## config.mk

```make
export PLATFORM = sky130hd
export DESIGN_NAME = owr_rom_monitor
export DESIGN_NICKNAME = d
export VERILOG_FILES = /design/src/rtl/owr_mon_pkg.sv /design/src/rtl/owr_cmd_decode.sv /design/src/rtl/owr_search_track.sv /design/src/rtl/owr_rom_monitor.sv
export SDC_FILE = /design/constraint.sdc
export NUM_CORES = 1
export LEC_CHECK = 0
export BUFFER_PORTS_ARGS = -buffer_cell sky130_fd_sc_hd__buf_2
export CORE_MARGIN = 5
export CORE_UTILIZATION = 45
export DETAILED_ROUTE_END_ITERATION = 8
export PLACE_DENSITY = 0.71
export SYNTH_ARGS = -nofsm -noshare
export SYNTH_HDL_FRONTEND = slang
export SYNTH_SLANG_ARGS = --single-unit
```

## constraint.sdc

```tcl
create_clock -name clk -period 3.45 [get_ports clk]
set_clock_uncertainty 0.1 [all_clocks]
set_input_delay 0.69 -clock clk [delete_from_list [all_inputs] [get_ports clk]]
set_output_delay 0.69 -clock clk [all_outputs]
set_load 0.01 [all_outputs]
```

## src/rtl/owr_mon_pkg.sv

```systemverilog
package owr_mon_pkg;
  localparam int BYTE_W = 8;

  typedef enum logic [2:0] {
    ST_CMD   = 3'd0,
    ST_ROM   = 3'd1,
    ST_SRCH  = 3'd2,
    ST_XPORT = 3'd3,
    ST_ERR   = 3'd4
  } mon_state_e;

  typedef enum logic [1:0] {
    TRI_TRUE = 2'd0,
    TRI_COMP = 2'd1,
    TRI_DIR  = 2'd2
  } tri_step_e;
endpackage

```

## src/rtl/owr_cmd_decode.sv

```systemverilog
module owr_cmd_decode
  import owr_mon_pkg::*;
(
  input  logic [BYTE_W-1:0] code_i,
  output mon_state_e        next_st_o,
  output logic              known_o
);
  always_comb begin
    known_o   = 1'b1;
    next_st_o = ST_ERR;
    case (code_i)
      8'h33, 8'h0F, 8'h55, 8'h69, 8'h96: next_st_o = ST_ROM;
      8'hCC, 8'h3C, 8'hA5:               next_st_o = ST_XPORT;
      8'hF0, 8'hEC:                      next_st_o = ST_SRCH;
      default: begin
        next_st_o = ST_ERR;
        known_o   = 1'b0;
      end
    endcase
  end
endmodule

```

## src/rtl/owr_search_track.sv

```systemverilog
module owr_search_track
  import owr_mon_pkg::*;
#(
  parameter int ROM_BITS = 64,
  parameter int CNT_W    = 6
) (
  input  logic                clk,
  input  logic                rst_n,
  input  logic                clr_i,
  input  logic                bit_evt_i,
  input  logic                bit_val_i,
  input  logic [CNT_W-1:0]    idx_i,
  output logic                dir_step_o,
  output logic [ROM_BITS-1:0] true_o,
  output logic [ROM_BITS-1:0] comp_o
);
  tri_step_e           step_q, step_d;
  logic [ROM_BITS-1:0] true_q, true_d, comp_q, comp_d;

  always_comb begin
    step_d = step_q;
    true_d = true_q;
    comp_d = comp_q;
    if (clr_i) begin
      step_d = TRI_TRUE;
    end else if (bit_evt_i) begin
      case (step_q)
        TRI_TRUE: begin
          true_d[idx_i] = bit_val_i;
          step_d        = TRI_COMP;
        end
        TRI_COMP: begin
          comp_d[idx_i] = bit_val_i;
          step_d        = TRI_DIR;
        end
        default: step_d = TRI_TRUE;
      endcase
    end
  end

  always_ff @(posedge clk or negedge rst_n) begin
    if (!rst_n) begin
      step_q <= TRI_TRUE;
      true_q <= '0;
      comp_q <= '0;
    end else begin
      step_q <= step_d;
      true_q <= true_d;
      comp_q <= comp_d;
    end
  end

  assign dir_step_o = (step_q == TRI_DIR);
  assign true_o     = true_q;
  assign comp_o     = comp_q;

  // Slot order is true, then complement, then direction.
  assert_slot_order_R6: assert property (@(posedge clk) disable iff (!rst_n)
    (bit_evt_i && !clr_i && step_q == TRI_TRUE) |=> step_q == TRI_COMP);
  assert_slot_wrap_R6: assert property (@(posedge clk) disable iff (!rst_n)
    (bit_evt_i && !clr_i && step_q == TRI_DIR) |=> step_q == TRI_TRUE);
  assert_slot_clear_R1: assert property (@(posedge clk) disable iff (!rst_n)
    clr_i |=> step_q == TRI_TRUE);
endmodule

```

## src/rtl/owr_rom_monitor.sv

```systemverilog
module owr_rom_monitor
  import owr_mon_pkg::*;
#(
  parameter int ROM_BITS = 64
) (
  input  logic                clk,
  input  logic                rst_n,
  input  logic                rst_evt_i,
  input  logic                presence_i,
  input  logic                bit_evt_i,
  input  logic                bit_val_i,
  input  logic                misc_evt_i,
  output logic                pres_vld_o,
  output logic                pres_o,
  output logic                cmd_vld_o,
  output logic [BYTE_W-1:0]   cmd_code_o,
  output logic                cmd_known_o,
  output logic                rom_vld_o,
  output logic [ROM_BITS-1:0] rom_o,
  output logic [ROM_BITS-1:0] srch_true_o,
  output logic [ROM_BITS-1:0] srch_comp_o,
  output logic [ROM_BITS-1:0] srch_conflict_o,
  output logic [ROM_BITS-1:0] srch_absent_o,
  output logic                data_vld_o,
  output logic [BYTE_W-1:0]   data_o,
  output logic                err_vld_o,
  output logic [BYTE_W-1:0]   err_o
);
  localparam int CNT_W  = $clog2(ROM_BITS);
  localparam int BIDX_W = $clog2(BYTE_W);
  localparam logic [CNT_W-1:0] LAST_ROM  = CNT_W'(ROM_BITS - 1);
  localparam logic [CNT_W-1:0] LAST_BYTE = CNT_W'(BYTE_W - 1);

  mon_state_e          state_q, state_d, dec_state;
  logic [CNT_W-1:0]    cnt_q, cnt_d;
  logic [ROM_BITS-1:0] shift_q, shift_d;
  logic [BYTE_W-1:0]   byte_asm;
  logic                dec_known, dir_step, srch_evt;
  logic [ROM_BITS-1:0] trk_true, trk_comp;

  logic                pres_vld_q, pres_vld_d, pres_q, pres_d;
  logic                cmd_vld_q, cmd_vld_d, known_q, known_d;
  logic [BYTE_W-1:0]   code_q, code_d, data_q, data_d, err_q, err_d;
  logic                rom_vld_q, rom_vld_d, data_vld_q, data_vld_d, err_vld_q, err_vld_d;
  logic [ROM_BITS-1:0] rom_q, rom_d, st_q, st_d, sc_q, sc_d, cf_q, cf_d, ab_q, ab_d;

  // Byte in progress including the bit arriving this cycle.
  always_comb begin
    byte_asm = shift_q[BYTE_W-1:0];
    byte_asm[cnt_q[BIDX_W-1:0]] = bit_val_i;
  end

  owr_cmd_decode u_dec (
    .code_i    (byte_asm),
    .next_st_o (dec_state),
    .known_o   (dec_known)
  );

  assign srch_evt = bit_evt_i && !rst_evt_i && (state_q == ST_SRCH);

  owr_search_track #(.ROM_BITS(ROM_BITS), .CNT_W(CNT_W)) u_srch (
    .clk        (clk),
    .rst_n      (rst_n),
    .clr_i      (rst_evt_i),
    .bit_evt_i  (srch_evt),
    .bit_val_i  (bit_val_i),
    .idx_i      (cnt_q),
    .dir_step_o (dir_step),
    .true_o     (trk_true),
    .comp_o     (trk_comp)
  );

  always_comb begin
    state_d = state_q;  cnt_d = cnt_q;  shift_d = shift_q;
    pres_vld_d = 1'b0;  cmd_vld_d = 1'b0;  rom_vld_d = 1'b0;
    data_vld_d = 1'b0;  err_vld_d = 1'b0;
    pres_d = pres_q;  code_d = code_q;  known_d = known_q;
    data_d = data_q;  err_d = err_q;  rom_d = rom_q;
    st_d = st_q;  sc_d = sc_q;  cf_d = cf_q;  ab_d = ab_q;
    if (rst_evt_i) begin
      state_d    = ST_CMD;
      cnt_d      = '0;
      pres_vld_d = 1'b1;
      pres_d     = presence_i;
    end else if (bit_evt_i) begin
      if (state_q == ST_ROM || (state_q == ST_SRCH && dir_step)) begin
        shift_d[cnt_q] = bit_val_i;
        if (cnt_q == LAST_ROM) begin
          cnt_d     = '0;
          rom_vld_d = 1'b1;
          rom_d     = shift_d;
          state_d   = ST_XPORT;
          if (state_q == ST_SRCH) begin
            st_d = trk_true;
            sc_d = trk_comp;
            cf_d = ~trk_true & ~trk_comp;
            ab_d = trk_true & trk_comp;
          end
        end else begin
          cnt_d = cnt_q + 1'b1;
        end
      end else if (state_q != ST_SRCH) begin
        shift_d[BYTE_W-1:0] = byte_asm;
        if (cnt_q == LAST_BYTE) begin
          cnt_d = '0;
          case (state_q)
            ST_CMD: begin
              cmd_vld_d = 1'b1;
              code_d    = byte_asm;
              known_d   = dec_known;
              state_d   = dec_state;
            end
            ST_XPORT: begin
              data_vld_d = 1'b1;
              data_d     = byte_asm;
            end
            default: begin
              err_vld_d = 1'b1;
              err_d     = byte_asm;
            end
          endcase
        end else begin
          cnt_d = cnt_q + 1'b1;
        end
      end
    end
  end

  always_ff @(posedge clk or negedge rst_n) begin
    if (!rst_n) begin
      state_q <= ST_CMD;  cnt_q <= '0;  shift_q <= '0;
      pres_vld_q <= 1'b0;  cmd_vld_q <= 1'b0;  rom_vld_q <= 1'b0;
      data_vld_q <= 1'b0;  err_vld_q <= 1'b0;
      pres_q <= 1'b0;  code_q <= '0;  known_q <= 1'b0;
      data_q <= '0;  err_q <= '0;  rom_q <= '0;
      st_q <= '0;  sc_q <= '0;  cf_q <= '0;  ab_q <= '0;
    end else begin
      state_q <= state_d;  cnt_q <= cnt_d;  shift_q <= shift_d;
      pres_vld_q <= pres_vld_d;  cmd_vld_q <= cmd_vld_d;  rom_vld_q <= rom_vld_d;
      data_vld_q <= data_vld_d;  err_vld_q <= err_vld_d;
      pres_q <= pres_d;  code_q <= code_d;  known_q <= known_d;
      data_q <= data_d;  err_q <= err_d;  rom_q <= rom_d;
      st_q <= st_d;  sc_q <= sc_d;  cf_q <= cf_d;  ab_q <= ab_d;
    end
  end

  assign pres_vld_o = pres_vld_q;  assign pres_o = pres_q;
  assign cmd_vld_o = cmd_vld_q;  assign cmd_code_o = code_q;  assign cmd_known_o = known_q;
  assign rom_vld_o = rom_vld_q;  assign rom_o = rom_q;
  assign srch_true_o = st_q;  assign srch_comp_o = sc_q;
  assign srch_conflict_o = cf_q;  assign srch_absent_o = ab_q;
  assign data_vld_o = data_vld_q;  assign data_o = data_q;
  assign err_vld_o = err_vld_q;  assign err_o = err_q;

  assert_reset_report_R1: assert property (@(posedge clk) disable iff (!rst_n)
    rst_evt_i |=> pres_vld_o && pres_o == $past(presence_i) && state_q == ST_CMD && cnt_q == '0);
  assert_reset_wins_R2: assert property (@(posedge clk) disable iff (!rst_n)
    (rst_evt_i && bit_evt_i) |=> !cmd_vld_o && !rom_vld_o && !data_vld_o && !err_vld_o);
  assert_rom_to_xport_R4: assert property (@(posedge clk) disable iff (!rst_n)
    rom_vld_o |-> state_q == ST_XPORT);
  assert_data_in_xport_R8: assert property (@(posedge clk) disable iff (!rst_n)
    data_vld_o |-> state_q == ST_XPORT);
  assert_unknown_to_err_R9: assert property (@(posedge clk) disable iff (!rst_n)
    (cmd_vld_o && !cmd_known_o) |-> state_q == ST_ERR);
  assert_err_in_err_R9: assert property (@(posedge clk) disable iff (!rst_n)
    err_vld_o |-> state_q == ST_ERR);
  assert_misc_ignored_R10: assert property (@(posedge clk) disable iff (!rst_n)
    (misc_evt_i && !rst_evt_i && !bit_evt_i) |=> $stable(cnt_q) && $stable(state_q)
      && !cmd_vld_o && !rom_vld_o && !data_vld_o && !err_vld_o && !pres_vld_o);
  assert_single_strobe_R11: assert property (@(posedge clk) disable iff (!rst_n)
    $onehot0({pres_vld_o, cmd_vld_o, rom_vld_o, data_vld_o, err_vld_o}));
endmodule

```

==> impl_metrics.tcl <==
set metrics [dict create \
    cts_buffers 58 \
    whs_ps 218 \
    syn_inst 1991 \
    vdd_drop_max_uv 359 \
    grt_pass1_vias 16600 \
    finalHoldViolCount 0 \
    syn2layout_area_growth_pct 20.1 \
    synth_compound_area_frac 0.0659 \
    place_ws_ps 269 \
    worstMarginPinSlew_ps 954 \
    clock_power_share 0.473 \
    maxCapViolations 0 \
    wl_per_cell_um 19.2 \
    rsz0062_at_grt "no" \
    hp-class "primary input to flop" \
    ys_seq_elements 554 \
    period_needed_ps 2990 \
    max_clock_freq_mhz 334 \
    syn_nets 1999 \
    via_per_inst 5.26 \
    clkTransAtPathRegs_ps 60 \
    antenna_found_initial 1 \
    cts_resized 0 \
    overflow 0 \
    cts_max_path_buffers 3 \
    die_w_um 238 \
    rows 83 \
    avgSynthCellArea_um2 11.7 \
    synth_cell_types 55 \
    drv_slew 0 \
    firstDrtPassIters 5 \
    status "completed" \
    synth-simple-area-share 0.117 \
    drc 0 \
    place.detailed.hpwl_um 40300 \
    met3_length_um 3610 \
    drt-total-wl_um 58900 \
    place_congestion 0.830 \
    synthArstFlopShare 1.00 \
    setup_viol 0 \
    cts_tree "built" \
    layout.area.seq_mm2 0.0139 \
    yosys_warnings 0 \
    pin_count 358 \
    intPower_mw 10.6 \
    drive_above_1_share 0.352 \
    grt_max_degree 101 \
    placed_cells 2957 \
    track_usage 0.206 \
    wl_met1_um 24900 \
    htreeDepth 2 \
    layout.cells.non_filler 3062 \
    reg2reg_depth 5 \
    top_layer "met4" \
    dieArea_mm2 0.0564 \
    route.met2.wl_um 29100 \
    ant_nets 0 \
    synthXorXnorAreaFrac 0.000752 \
    hold_buffers 1 \
    switchingPower_mw 3.04 \
    vias 16100 \
    dieHeight_um 238 \
    cts_root_buf "clkbuf_16" \
    drtIter0Drc 1193 \
    finalCritPeriodShare 0.868 \
    power_density_mw_per_mm2 487 \
    cp_data_required_time_ps 3820 \
    tns_ps 0 \
    start_util 0.454 \
    synth-main-ff-cell "dfrtp_1" \
    arrival_ps 3360 \
    ys_seq_area_frac 0.595 \
    synthMuxAreaShare 0.195 \
    seq_power_share 0.485 \
    setup_ws_ps 455 \
    final.fill_count 4342 \
    coreArea_mm2 0.0513 \
    crit_fanout 73 \
    port_buffers 356 \
    post_cts.repair.setup_buffers 0 \
    clock_latency_ps 600 \
    cp-start-kind "flop" \
    slew_headroom 0.364 \
    synth_edf_count 0 \
    layout.nets 2346 \
    worstSetupPathType "flop to flop" \
    cts_sinks 554 \
    p_leak_nw 15.1 \
    synthAdderAreaFrac 0.000537 \
    end_kind "flop" \
    num_antenna_cells 0 \
    grt_first_pass_wirelength_um 93800 \
    multi_input_area_mm2 0.00885 \
    p_sw_frac 0.223 \
    holdPathStages 2 \
    syn-cell-area_mm2 0.0233 \
    power_frac_comb 0.043 \
    synth_top_family_by_area "multiplexers" \
]
-- layout make-up --
| class | instances | share of cell area |
|---|---|---|
| Sequential cell | 554 | 0.495 |
| Clock inverter | 24 | 0.0114 |
| Inverter | 6 | 0.000805 |
| Tap cell | 680 | 0.0304 |
| Multi-Input combinational cell | 1304 | 0.316 |
| Timing Repair Buffer | 414 | 0.0863 |
| Clock buffer | 80 | 0.0595 |
-- cell families after synthesis --
| logic type | Yosys count |
|---|---|
| mux | 397 |
| flops | 554 |
| fa+ha+maj | 1 |
| compound gates | 260 |
| xor+xnor | 2 |
| buf+inv | 133 |
| simple gates | 644 |
-- worst paths after layout --
| path | startpoint | endpoint | slack, ps |
|---|---|---|---|
| max | cnt_q[0]$_DFFE_PN0P_ | srch_true_o[7]$_DFFE_PN0P_ | 460 |
| min | presence_i | pres_o$_DFFE_PN0P_ | 220 |
| max reg2reg | cnt_q[0]$_DFFE_PN0P_ | srch_true_o[7]$_DFFE_PN0P_ | 460 |
| min reg2reg | srch_conflict_o[2]$_DFFE_PN0P_ | srch_conflict_o[2]$_DFFE_PN0P_ | 370 |
| max in group asynchronous | rst_n | shift_q[9]$_DFFE_PN0P_ | 1760 |
| min in group asynchronous | rst_n | srch_absent_o[55]$_DFFE_PN0P_ | 580 |
-- Yosys cell counts, types with 10 or more instances --
cell type / n / area share
buf_2: 29 / 0.0062
nor3_1: 71 / 0.015
a21oi_1: 81 / 0.017
o21ai_1: 61 / 0.013
nand2_1: 319 / 0.051
mux2i_1: 72 / 0.031
mux2_2: 276 / 0.13
nor2_1: 188 / 0.030
dfrtp_1: 554 / 0.60
nand2b_1: 10 / 0.0027
a21o_1: 67 / 0.022
clkbuf_1: 81 / 0.013
o21ai_0: 31 / 0.0067
mux2_4: 40 / 0.026
-- sequential cells by signal, summed over array words and instances, names as in the netlist, 3 cells and up --
signal           flops
state_q              3
srch_conflict_o     64
cmd_code_o           8
cnt_q                6
srch_absent_o       64
data_o               8
srch_true_o         64
shift_q             64
u_srch.true_o       64
rom_o               64
u_srch.comp_o       64
err_o                8
srch_comp_o         64
-- power groups by stage --
stage          clock, mW  combinational, mW  sequential (mW)
2_1_floorplan          0              0.284             6.69
3_3_place_gp           0              0.572             6.72
3_5_place_dp           0              0.589             6.72
4_1_cts             6.62              0.592             6.60
5_1_grt             6.89              0.648             6.61
6_report            6.44              0.582             6.61
-- cell usage in the layout (no fill, tap or decap), types with 43 or more instances in the layout --
cell / count
a21o_1: 67
a21oi_1: 81
buf_2: 354
buf_4: 43
clkbuf_16: 59
dfrtp_1: 554
mux2_2: 276
mux2i_1: 72
nand2_1: 319
nor2_1: 188
nor3_1: 69
o21ai_1: 61
-- critical path, stage by stage, from the launching register on --
cell and delay (ps):
dfrtp_1 680, ha_1 320, nand2_1 150, or4_4 920, buf_12 320, mux2_2 320
-- per-stage QoR --
step,cell area (um2),total power [mW],util
after CTS,28000,13.8,0.545
after global placement,26000,7.29,0.507
after global routing,28000,14.1,0.545
after detailed placement,26000,7.31,0.507
final,28000,13.6,0.545
after floorplan,23300,6.97,-
-- per-layer routing --
metal | global-route usage | vias to the layer above
met2 | 0.346 | 399
met4 | 0.0495 | 0
met5 | 0 | -
met1 | 0.274 | 8125
li1 | - | 7495
met3 | 0.0486 | 89
(Power assumes the default switching activity.)
